`src/rtl/msb_loc_pkg.sv`:
```
package msb_loc_pkg;

  typedef enum logic [0:0] {
    ST_IDLE   = 1'b0,
    ST_SEARCH = 1'b1
  } loc_state_e;

endpackage

```
`src/rtl/msb_loc_ctrl.sv`:
```
module msb_loc_ctrl
  import msb_loc_pkg::*;
(
  input  logic clk,
  input  logic rst_n,
  input  logic start,
  input  logic op_is_zero,
  input  logic top_bit,
  output logic busy,
  output logic accept,
  output logic accept_zero,
  output logic accept_load,
  output logic finish_found,
  output logic advance,
  output logic done
);

  loc_state_e state_q;

  // named events for the datapath and the assertions
  assign busy         = (state_q == ST_SEARCH);
  assign accept       = start && (state_q == ST_IDLE);
  assign accept_zero  = accept && op_is_zero;
  assign accept_load  = accept && !op_is_zero;
  assign finish_found = busy && top_bit;
  assign advance      = busy && !top_bit;

  always_ff @(posedge clk or negedge rst_n) begin
    if (!rst_n) begin
      state_q <= ST_IDLE;
      done    <= 1'b0;
    end else begin
      done <= accept_zero || finish_found;
      case (state_q)
        ST_IDLE:   if (accept_load)  state_q <= ST_SEARCH;
        ST_SEARCH: if (finish_found) state_q <= ST_IDLE;
        default:   state_q <= ST_IDLE;
      endcase
    end
  end

  // a done is followed by a low cycle unless a new start was taken in it
  assert_done_single_R6: assert property (@(posedge clk) disable iff (!rst_n)
    (done && !start) |=> !done);

  // done and busy never overlap
  assert_busy_excludes_done_R5: assert property (@(posedge clk) disable iff (!rst_n)
    busy |-> !done);

  // a start during busy does not restart or end the loop early
  assert_busy_start_ignored_R7: assert property (@(posedge clk) disable iff (!rst_n)
    (busy && start && !top_bit) |=> busy);

endmodule

```
`src/rtl/msb_loc_shifter.sv`:
```
module msb_loc_shifter #(
  parameter int WIDTH = 32,
  localparam int POS_W = $clog2(WIDTH)
) (
  input  logic             clk,
  input  logic             rst_n,
  input  logic             load,
  input  logic             advance,
  input  logic [WIDTH-1:0] operand,
  output logic             top_bit,
  output logic [POS_W-1:0] pos
);

  logic [WIDTH-1:0] sreg_q;

  function automatic logic [WIDTH-1:0] shift_once(input logic [WIDTH-1:0] v);
    return {v[WIDTH-2:0], 1'b0};
  endfunction

  function automatic logic [POS_W-1:0] step_pos(input logic [POS_W-1:0] p);
    return p + POS_W'(1);
  endfunction

  assign top_bit = sreg_q[WIDTH-1];

  always_ff @(posedge clk or negedge rst_n) begin
    if (!rst_n) begin
      sreg_q <= '0;
      pos    <= '0;
    end else if (load) begin
      sreg_q <= operand;
      pos    <= '0;
    end else if (advance) begin
      sreg_q <= shift_once(sreg_q);
      pos    <= step_pos(pos);
    end
  end

  // a load starts the count at position zero
  assert_load_clears_R3: assert property (@(posedge clk) disable iff (!rst_n)
    load |=> (pos == '0));

  // each shift step moves the count by exactly one
  assert_step_counts_R3: assert property (@(posedge clk) disable iff (!rst_n)
    (advance && !load) |=> (pos == $past(pos) + POS_W'(1)));

  // a loaded non-zero word never shifts out before its top bit is seen
  assert_no_overrun_R3: assert property (@(posedge clk) disable iff (!rst_n)
    advance |-> (sreg_q != '0));

endmodule

```
`src/rtl/msb_loc_cycles.sv`:
```
module msb_loc_cycles #(
  parameter int CYC_W = 6
) (
  input  logic             clk,
  input  logic             rst_n,
  input  logic             accept_zero,
  input  logic             accept_load,
  input  logic             searching,
  input  logic             finish_found,
  output logic [CYC_W-1:0] last_cycles
);

  logic [CYC_W-1:0] run_q;

  always_ff @(posedge clk or negedge rst_n) begin
    if (!rst_n) begin
      run_q       <= '0;
      last_cycles <= '0;
    end else begin
      if (accept_load)    run_q <= CYC_W'(1);
      else if (searching) run_q <= run_q + CYC_W'(1);

      if (accept_zero)       last_cycles <= CYC_W'(1);
      else if (finish_found) last_cycles <= run_q + CYC_W'(1);
    end
  end

  // the running count is at least one while searching
  assert_run_nonzero_R8: assert property (@(posedge clk) disable iff (!rst_n)
    searching |-> (run_q != '0));

endmodule

```
`src/rtl/msb_locator.sv`:
```
module msb_locator #(
  parameter int WIDTH = 32,
  localparam int POS_W = $clog2(WIDTH),
  localparam int RES_W = POS_W + 1,
  localparam int CYC_W = $clog2(WIDTH + 2)
) (
  input  logic             clk,
  input  logic             rst_n,
  input  logic             start,
  input  logic [WIDTH-1:0] operand,
  output logic             busy,
  output logic             done,
  output logic [RES_W-1:0] result,
  output logic [CYC_W-1:0] cycles
);

  logic op_is_zero, top_bit, accept, accept_zero, accept_load;
  logic finish_found, advance;
  logic [POS_W-1:0] pos;

  function automatic logic [RES_W-1:0] none_code();
    return '1;
  endfunction

  function automatic logic [RES_W-1:0] found_code(input logic [POS_W-1:0] p);
    return {1'b0, p};
  endfunction

  assign op_is_zero = (operand == '0);

  msb_loc_ctrl u_ctrl (
    .clk          (clk),
    .rst_n        (rst_n),
    .start        (start),
    .op_is_zero   (op_is_zero),
    .top_bit      (top_bit),
    .busy         (busy),
    .accept       (accept),
    .accept_zero  (accept_zero),
    .accept_load  (accept_load),
    .finish_found (finish_found),
    .advance      (advance),
    .done         (done)
  );

  msb_loc_shifter #(.WIDTH(WIDTH)) u_shift (
    .clk     (clk),
    .rst_n   (rst_n),
    .load    (accept_load),
    .advance (advance),
    .operand (operand),
    .top_bit (top_bit),
    .pos     (pos)
  );

  msb_loc_cycles #(.CYC_W(CYC_W)) u_cycles (
    .clk          (clk),
    .rst_n        (rst_n),
    .accept_zero  (accept_zero),
    .accept_load  (accept_load),
    .searching    (busy),
    .finish_found (finish_found),
    .last_cycles  (cycles)
  );

  always_ff @(posedge clk or negedge rst_n) begin
    if (!rst_n)            result <= '0;
    else if (accept_zero)  result <= none_code();
    else if (finish_found) result <= found_code(pos);
  end

  // a zero operand is answered on the next cycle with -1 and one cycle
  assert_zero_fast_R2: assert property (@(posedge clk) disable iff (!rst_n)
    (start && !busy && operand == '0) |=>
      (done && !busy && result == '1 && cycles == CYC_W'(1)));

  // a found position costs position plus two cycles
  assert_latency_match_R4: assert property (@(posedge clk) disable iff (!rst_n)
    (done && !result[RES_W-1]) |-> (cycles == CYC_W'(result) + CYC_W'(2)));

  // outputs hold between done pulses
  assert_hold_outputs_R8: assert property (@(posedge clk) disable iff (!rst_n)
    !done |=> (done || ($stable(result) && $stable(cycles))));

  // accepting a non-zero operand raises busy on the next cycle
  assert_busy_rise_R5: assert property (@(posedge clk) disable iff (!rst_n)
    (start && !busy && operand != '0) |=> (busy && !done));

  // starting in a done cycle is taken
  assert_back_to_back_R9: assert property (@(posedge clk) disable iff (!rst_n)
    (done && start && operand != '0) |=> busy);

endmodule

```
`config.mk`:
```
export PLATFORM = sky130hd
export DESIGN_NAME = msb_locator
export DESIGN_NICKNAME = d
export VERILOG_FILES = /design/src/rtl/msb_loc_pkg.sv /design/src/rtl/msb_loc_ctrl.sv /design/src/rtl/msb_loc_shifter.sv /design/src/rtl/msb_loc_cycles.sv /design/src/rtl/msb_locator.sv
export SDC_FILE = /design/constraint.sdc
export NUM_CORES = 1
export LEC_CHECK = 0
export ABC_AREA = 0
export BUFFER_PORTS_ARGS = -buffer_cell sky130_fd_sc_hd__buf_2
export CAP_MARGIN = 20
export CORE_MARGIN = 10
export CORE_UTILIZATION = 40
export DETAILED_ROUTE_END_ITERATION = 10
export PLACE_DENSITY = 0.57
export SETUP_SLACK_MARGIN = 0.2
export SLEW_MARGIN = 40
export SYNTH_ARGS = -nofsm -noshare
export SYNTH_HDL_FRONTEND = slang
export SYNTH_HIERARCHICAL = 1
export SYNTH_SLANG_ARGS = --single-unit
```
`constraint.sdc`:
```
create_clock -name clk -period 2.15 [get_ports clk]
set_clock_uncertainty 0.1 [all_clocks]
set_input_delay 0.43 -clock clk [delete_from_list [all_inputs] [get_ports clk]]
set_output_delay 0.43 -clock clk [all_outputs]
set_load 0.01 [all_outputs]
```
Yosys cells after proc, flatten, opt, wreduce, memory -nomap -nowiden
Index checks and enable logic that the tools add are counted.
- input bits: 35
- word-level logic and storage cells: 35
- bits in registers: 57
- output and inout port bits: 14
- bitwise logic cells: 1
- reductions and logical operators: 12
- add/sub/neg operators: 2
- muxes and demuxes: 13
- operators with widths (kind ; number):
    $mux W32 ; 2
    $mux W6 ; 6
    $logic_not A32 Y1 ; 1
    $mux W5 ; 2
    $add A6 B1 Y6 const B ; 1
    $reduce_bool A2 Y1 ; 3
    $add A5 B1 Y5 const B ; 1
    $logic_and A1 B1 Y1 ; 5
    $logic_not A1 Y1 ; 2
    $mux W1 ; 2
    $pmux W1 S2 ; 1
    $logic_or A1 B1 Y1 ; 1
    $not A1 Y1 ; 1

Depth between registers and ports, before layout
Gate-level depths: netlist (run 1).
- word-level depth: 5
- gate-level depth with buffers: 9
- gate-level depth less buffers: 6

Modules after synthesis
The synthesis (run 1) kept the hierarchy.
- by module, submodules not included (module ; cells each ; sequential area each (um^2) ; area an instance (um^2) ; instances):
    msb_loc_shifter ; 161 ; 925.9 ; 1735.4 ; 1
    msb_loc_cycles ; 54 ; 300.3 ; 574.3 ; 1
    msb_locator ; 29 ; 150.1 ; 309.0 ; 1
    msb_loc_ctrl ; 10 ; 50.0 ; 98.8 ; 1

Worst setup path before layout (run 1)
OpenSTA, ideal clock, no wires.
- kind: in2reg
- from: in operand[24]
- to: reg u_shift.sreg_q[4]
- setup slack: 271 ps
- arrival: 1642 ps
- setup time: 136 ps
- cell stages on the path: 9
- required time: 1914 ps
- buffers on the path: 3
- path through: nor4_1 > nand4_1 > nor2_1 > nor2_1 > buf_4 > buf_2 > buf_4 > nand2_1 > o21ai_0
- longest elaborated chain between the ends: 4
- elaborated cells on any way between the ends: 5
- those cells by class: 1 x mux; 4 x reduce/logical
- ends and longest elaborated chain (what ; RTL line ; RTL):
    start: declaration ; msb_locator.sv:10 ; input logic [WIDTH-1:0] operand,
    $logic_not A32 Y1 (*) ; msb_locator.sv:29 ; assign op_is_zero = (operand == '0);
    named net op_is_zero ; msb_locator.sv:17 ; logic op_is_zero, top_bit, accept, accept_zero, accept_load;
    $logic_not A1 Y1 (*) ; msb_loc_ctrl.sv:24 ; assign accept_load = accept && !op_is_zero;
    $logic_and A1 B1 Y1 (*) ; msb_loc_ctrl.sv:24 ;
    named net accept_load ; msb_locator.sv:17 ;
    $mux W32 or $reduce_bool A2 Y1 (tied branches) ; -- ;
    end signal: assignment ; msb_loc_shifter.sv:31 ; sreg_q <= operand;
    end signal: assignment ; msb_loc_shifter.sv:34 ; sreg_q <= shift_once(sreg_q);
    end: declaration ; msb_loc_shifter.sv:14 ; logic [WIDTH-1:0] sreg_q;
The timed path passes the listed nets; every way through them passes the cells marked *.
A chain may end at the register's enable or synchronous reset.

Worst setup path after layout (run 1)
- from: in operand[6]
- to: reg u_shift.sreg_q[20]
The elaborated chain is that of the path after synthesis.

==> impl_metrics.env, run 1 <==
export IMPL_status="finished, violations left"
export IMPL_violations="hold timing"
export IMPL_finalHoldViolations=6
export IMPL_worstSetupPathType="input pin to flip-flop"
export IMPL_crit_arrival_ns=1.88
export IMPL_num_vias=1958
export IMPL_core_area_um2=6459
export IMPL_wl_per_cell_um=14.36
export IMPL_post_dp_cell_area_um2=3070
export IMPL_first_pass_iters=4
export IMPL_rows=29
export IMPL_vias_per_cell=5.073
export IMPL_rr_endpoint="u_shift/pos[4]"
export IMPL_drc=0
export IMPL_drt_initial_drc_count=52
export IMPL_grt_max_degree=34
export IMPL_clkLatencyLatePin_ns=0.33
export IMPL_cp_top_family="simple AND/OR/NAND/NOR gates"
export IMPL_setup_viol=0
export IMPL_clk_pin_slew_ns=0.06
export IMPL_final_area_um2=3284
export IMPL_ff2ff_path_depth=4
export IMPL_synth_area_um2=2714
export IMPL_cts_resized=0
export IMPL_synthToLayoutAreaGrowth_pct=21.02
export IMPL_finalWirelength_um=5543
export IMPL_crit_required_ns=2.26
export IMPL_critPathLaunchType="input pin"
export IMPL_grt_overflow_total=0
export IMPL_dp_hpwl_um=4027
export IMPL_power_density_nw_per_um2=1386
export IMPL_hold_class="input pin to asynchronous set/reset pin"
export IMPL_cell_internal_pwr_mw=2.988
export IMPL_antenna_cells=0
export IMPL_cts_num_sinks=57
export IMPL_cp_end_kind="flip-flop"
export IMPL_critPathBufInv=2
export IMPL_cp_max_fo=31
export IMPL_clock_path_buffers=2
export IMPL_comb_power_share_pct=36.9
export IMPL_cts_tree="done"
export IMPL_p_clk_share_pct=23.2
export IMPL_rsz0062_at_grt="false"
export IMPL_p_seq_share_pct=39.9
export IMPL_fp_dieW_um=102.4
export IMPL_tns_ns=0
export IMPL_cp_slowest_stage_delay_ns=0.36
export IMPL_start_util_pct=42.02
export IMPL_die_y_um=102.4
export IMPL_grt_pass1_vias=2095
export IMPL_rr_startpoint="u_ctrl/busy"
export IMPL_cts_max_level=3
export IMPL_r2r_slack_ns=0.45
export IMPL_timing_fmax_ghz=0.5668
export IMPL_ctsHoldBuffers=0
export IMPL_p_sw_share_pct=34.34
export IMPL_antenna_found_initial=0
export IMPL_syn_num_nets=290
export IMPL_cts_root_buffer="clkbuf_8"
export IMPL_numCtsBuffers=9
export IMPL_io_pins=49
export IMPL_synth_avg_cell_area_um2=10.73
export IMPL_holdWs_ns=-0.006095
export IMPL_ant_nets=0
export IMPL_drv_cap=0
export IMPL_cpMaxStageDelayCell="nor4_1"
export IMPL_layout_common_cells="dfrtp_1, buf_2, nand2_1"
export IMPL_nFillCells=621
export IMPL_fin_crit_ns=1.764
export IMPL_final_common_cell="dfrtp_1"
export IMPL_postCtsSetupBuffers=0
export IMPL_period_share_pct=82.06
export IMPL_max_slew_margin_pct=59.36
export IMPL_grt_pass1_wl_um=9563
export IMPL_yosys_warnings=6
export IMPL_leakagePower_nw=1.551
export IMPL_finalNetCount=342
export IMPL_grt_usage_pct=11.42
export IMPL_numPortBuffers=48
export IMPL_p_switching_mw=1.563
export IMPL_peakVddDrop_uv=506.4
export IMPL_drive_gt1_share_pct=25.57
export IMPL_gp_congestion=0.7956
export IMPL_die_area_um2=10480
export IMPL_timing_final_max_slew_violations=0
export IMPL_synthCells=253
export IMPL_path_cells="buf_2 > nor4_1 > nand4_1 > nor2_1 > nor2_4 > buf_12 > nand2_1 > o21ai_1"
export IMPL_tightest_slew_ns=0.6095
[power groups by stage]
stage	Combinational [mW]	Sequential, mW	Clock, mW
finish	1.68	1.82	1.05
global route	1.91	1.89	1.14
detailed placement	1.71	1.83	0
CTS	1.71	1.82	1.09
global placement	1.70	1.82	0
floorplan	1.31	1.80	0
[state kept, by name (all words and copies together) (netlist names)]
signal / count
result: 6
u_ctrl/busy: 1
u_ctrl/done: 1
u_cycles/last_cycles: 6
u_cycles/run_q: 6
u_shift/pos: 5
u_shift/sreg_q: 32
[worst max-delay path by stage]
stage                      startpoint  cells past startpoint                 end
final                      operand[6]                      8  u_shift/sreg_q[20]
after floorplan           operand[24]                      9   u_shift/sreg_q[4]
after global routing       operand[6]                      8  u_shift/sreg_q[20]
after detailed placement   operand[6]                      8  u_shift/sreg_q[20]
after CTS                  operand[6]                      8  u_shift/sreg_q[20]
after global placement     operand[6]                      8  u_shift/sreg_q[11]
[per-stage QoR]
stage / utilization (%) / power (mW) / std cells / setup WS (ns)
5_1_grt: 50.85 / 4.948 / 386 / 0.2328
6_report: 50.85 / 4.551 / 386 / 0.3858
4_1_cts: 50.85 / 4.615 / 386 / 0.3756
3_5_place_dp: 47.54 / 3.542 / 371 / 0.01049
3_3_place_gp: 47.54 / 3.523 / 371 / 0.04632
2_1_floorplan: - / 3.114 / 253 / 0.2714
[layout make-up]
class	instances	area, um2	share of cell area, %
clock buffers	13	178.9	5.448
flip-flops and latches	57	1426	43.43
inverters	2	7.507	0.2286
well taps	77	96.34	2.933
clock inverters	2	35.03	1.067
repair buffers	56	350.3	10.67
multi-input cells	179	1190	36.23
[metal layers]
layer / up-vias / GRT usage (%) / share of wire, %
met5: - / 0 / 0
met4: 0 / 3.796 / 0.94
met3: 6 / 4.791 / 7.3
met2: 50 / 17.19 / 43
met1: 910 / 14.48 / 49
li1: 992 / - / -
No activity file was read; power rests on OpenSTA's default activity.
==> run 2, diff against run 1 <==
--- a/config.mk
+++ b/config.mk
@@ -5,13 +5,13 @@
 export SDC_FILE = /design/constraint.sdc
 export NUM_CORES = 1
 export LEC_CHECK = 0
-export ABC_AREA = 0
+export ABC_AREA = 1
 export BUFFER_PORTS_ARGS = -buffer_cell sky130_fd_sc_hd__buf_2
 export CAP_MARGIN = 20
 export CORE_MARGIN = 10
 export CORE_UTILIZATION = 40
 export DETAILED_ROUTE_END_ITERATION = 10
-export PLACE_DENSITY = 0.57
+export PLACE_DENSITY = 0.6
 export SETUP_SLACK_MARGIN = 0.2
 export SLEW_MARGIN = 40
 export SYNTH_ARGS = -nofsm -noshare
==> constraint.sdc (replaced) <==
create_clock -name clk -period 1.57 [get_ports clk]
set_clock_uncertainty 0.1 [all_clocks]
set_input_delay 0.314 -clock clk [delete_from_list [all_inputs] [get_ports clk]]
set_output_delay 0.314 -clock clk [all_outputs]
set_load 0.01 [all_outputs]
==> impl_metrics.env, run 2 <==
export IMPL_wl_per_cell_um=12.50
export IMPL_timing_final_max_slew_violations=0
export IMPL_antenna_found_initial=0
export IMPL_cpMaxStageDelayCell="nor2_4"
export IMPL_grt_pass1_vias=2436
export IMPL_status="finished clean"
export IMPL_path_cells="buf_2 > nor2_4 > nand2_2 > nor2_4 > nand2_2 > nor2_2 > inv_1 > nand3_2 > inv_4 > nor2_4 > buf_6 > clkbuf_16 > nand2_1 > nand3_1"
export IMPL_worstSetupPathType="input pin to flip-flop"
export IMPL_finalNetCount=463
export IMPL_die_area_um2=10410
export IMPL_cp_end_kind="flip-flop"
export IMPL_io_pins=49
export IMPL_power_total_mw=6.601
export IMPL_synthCells=338
export IMPL_drt_initial_drc_count=54
export IMPL_syn_num_nets=375
export IMPL_nFillCells=587
export IMPL_grt_usage_pct=12.73
export IMPL_first_pass_iters=4
export IMPL_drv_cap=0
export IMPL_grt_pass1_wl_um=10620
export IMPL_hold_class="input pin to flip-flop"
export IMPL_finalHoldViolations=0
export IMPL_num_vias=2431
export IMPL_finalWirelength_um=6352
export IMPL_numPortBuffers=48
export IMPL_rsz0062_at_grt="true"
export IMPL_peakVddDrop_uv=802.5
export IMPL_largest_register_ffs=32
export IMPL_stdcell_count=508
export IMPL_antenna_cells=0
export IMPL_cp_slowest_stage_delay_ns=0.16
export IMPL_max_slew_margin_pct=73.50
export IMPL_gp_congestion=0.8006
export IMPL_post_dp_cell_area_um2=3262
export IMPL_layout_common_cells="nand2_1, dfrtp_1, nand3_1"
export IMPL_clk_pin_slew_ns=0.06
export IMPL_largest_register="u_shift/sreg_q"
export IMPL_grt_overflow_total=0
export IMPL_period_share_pct=95.87
export IMPL_crit_arrival_ns=1.67
export IMPL_cts_num_sinks=57
export IMPL_timing_fmax_ghz=0.6644
export IMPL_place_ws_ns=-0.3732
export IMPL_cts_tree="done"
export IMPL_tns_ns=0
export IMPL_synth_area_um2=2693
export IMPL_power_density_nw_per_um2=1696
export IMPL_vias_per_cell=4.785
export IMPL_cpMostUsedCell="nor2_4"
export IMPL_fp_dieW_um=102.0
export IMPL_core_area_um2=6459
export IMPL_tightest_slew_ns=0.3975
export IMPL_synth_avg_cell_area_um2=7.966
export IMPL_crit_required_ns=1.74
export IMPL_fin_crit_ns=1.505
export IMPL_clkLatencyLatePin_ns=0.33
export IMPL_start_util_pct=41.69
export IMPL_ant_nets=0
export IMPL_cp_max_fo=7
export IMPL_drive_gt1_share_pct=38.05
export IMPL_dp_hpwl_um=4431
export IMPL_rows=29
export IMPL_dpl_cell_count=480
export IMPL_postLayoutSetupSlackWorst_ns=0.06488
export IMPL_cts_max_level=3
export IMPL_final_common_cell="nand2_1"
export IMPL_drc=0
export IMPL_synthToLayoutAreaGrowth_pct=44.56
export IMPL_critPathLaunchType="input pin"
export IMPL_grt_max_degree=24
export IMPL_cts_root_buffer="clkbuf_8"
export IMPL_holdWs_ns=0.09930
export IMPL_die_y_um=102.0
export IMPL_leakagePower_nw=1.957
export IMPL_final_area_um2=3892
export IMPL_fin_util_pct=60.27
export IMPL_yosys_warnings=6
export IMPL_setup_viol=0
export IMPL_numCtsBuffers=9
export IMPL_clock_path_buffers=2
run 2: routing by layer:
metal  wire (um)  GRT usage [%]  up-vias
met5           0              0        -
met4         132          6.508        0
met3         336          3.576       10
met2        3033          19.65       54
met1        2850          15.97     1128
li1            -              -     1239
run 2: worst max-delay path: cells and delay by family:
family / cells / cell delay [ns]
simple gates: 9 / 0.81
buf+inv: 5 / 0.54
run 2: final timing paths:
path | start | to | slack [ns] | depth (start not counted)
setup / recovery | operand[2] | u_shift/sreg_q[25] | 0.06 | 14
max in group asynchronous | rst_n | u_ctrl/busy | 0.57 | 3
min in group asynchronous | rst_n | u_cycles/last_cycles[2] | 0.34 | 2
hold reg to reg | u_cycles/last_cycles[5] | u_cycles/last_cycles[5] | 0.38 | 2
hold / removal | operand[12] | u_shift/sreg_q[12] | 0.1 | 3
setup reg to reg | u_ctrl/busy | u_shift/pos[3] | 0.11 | 9
run 2: layout make-up:
class | count | area (um2) | area share (%)
Multi-Input combinational cell | 235 | 1234 | 31.69
Sequential cell | 57 | 1428 | 36.68
Inverter | 35 | 138.9 | 3.568
Timing Repair Buffer | 88 | 800.8 | 20.57
Clock buffer | 10 | 137.6 | 3.536
Tap cell | 77 | 96.34 | 2.475
Clock inverter | 6 | 57.56 | 1.479
run 2: power breakdown:
part	switching, mW	internal (mW)
sequential	0.345	2.04
clock	0.587	0.764
combinational	1.49	1.37
total	2.42	4.18
run 2: repair_timing:
action,4_1_cts,5_1_grt
pin swaps,27,6
gates cloned,1,1
hold endpoints to repair,14,0
setup buffers,7,2
resized for setup,37,42
hold buffers,1,0
endpoints found under the setup margin,54,55
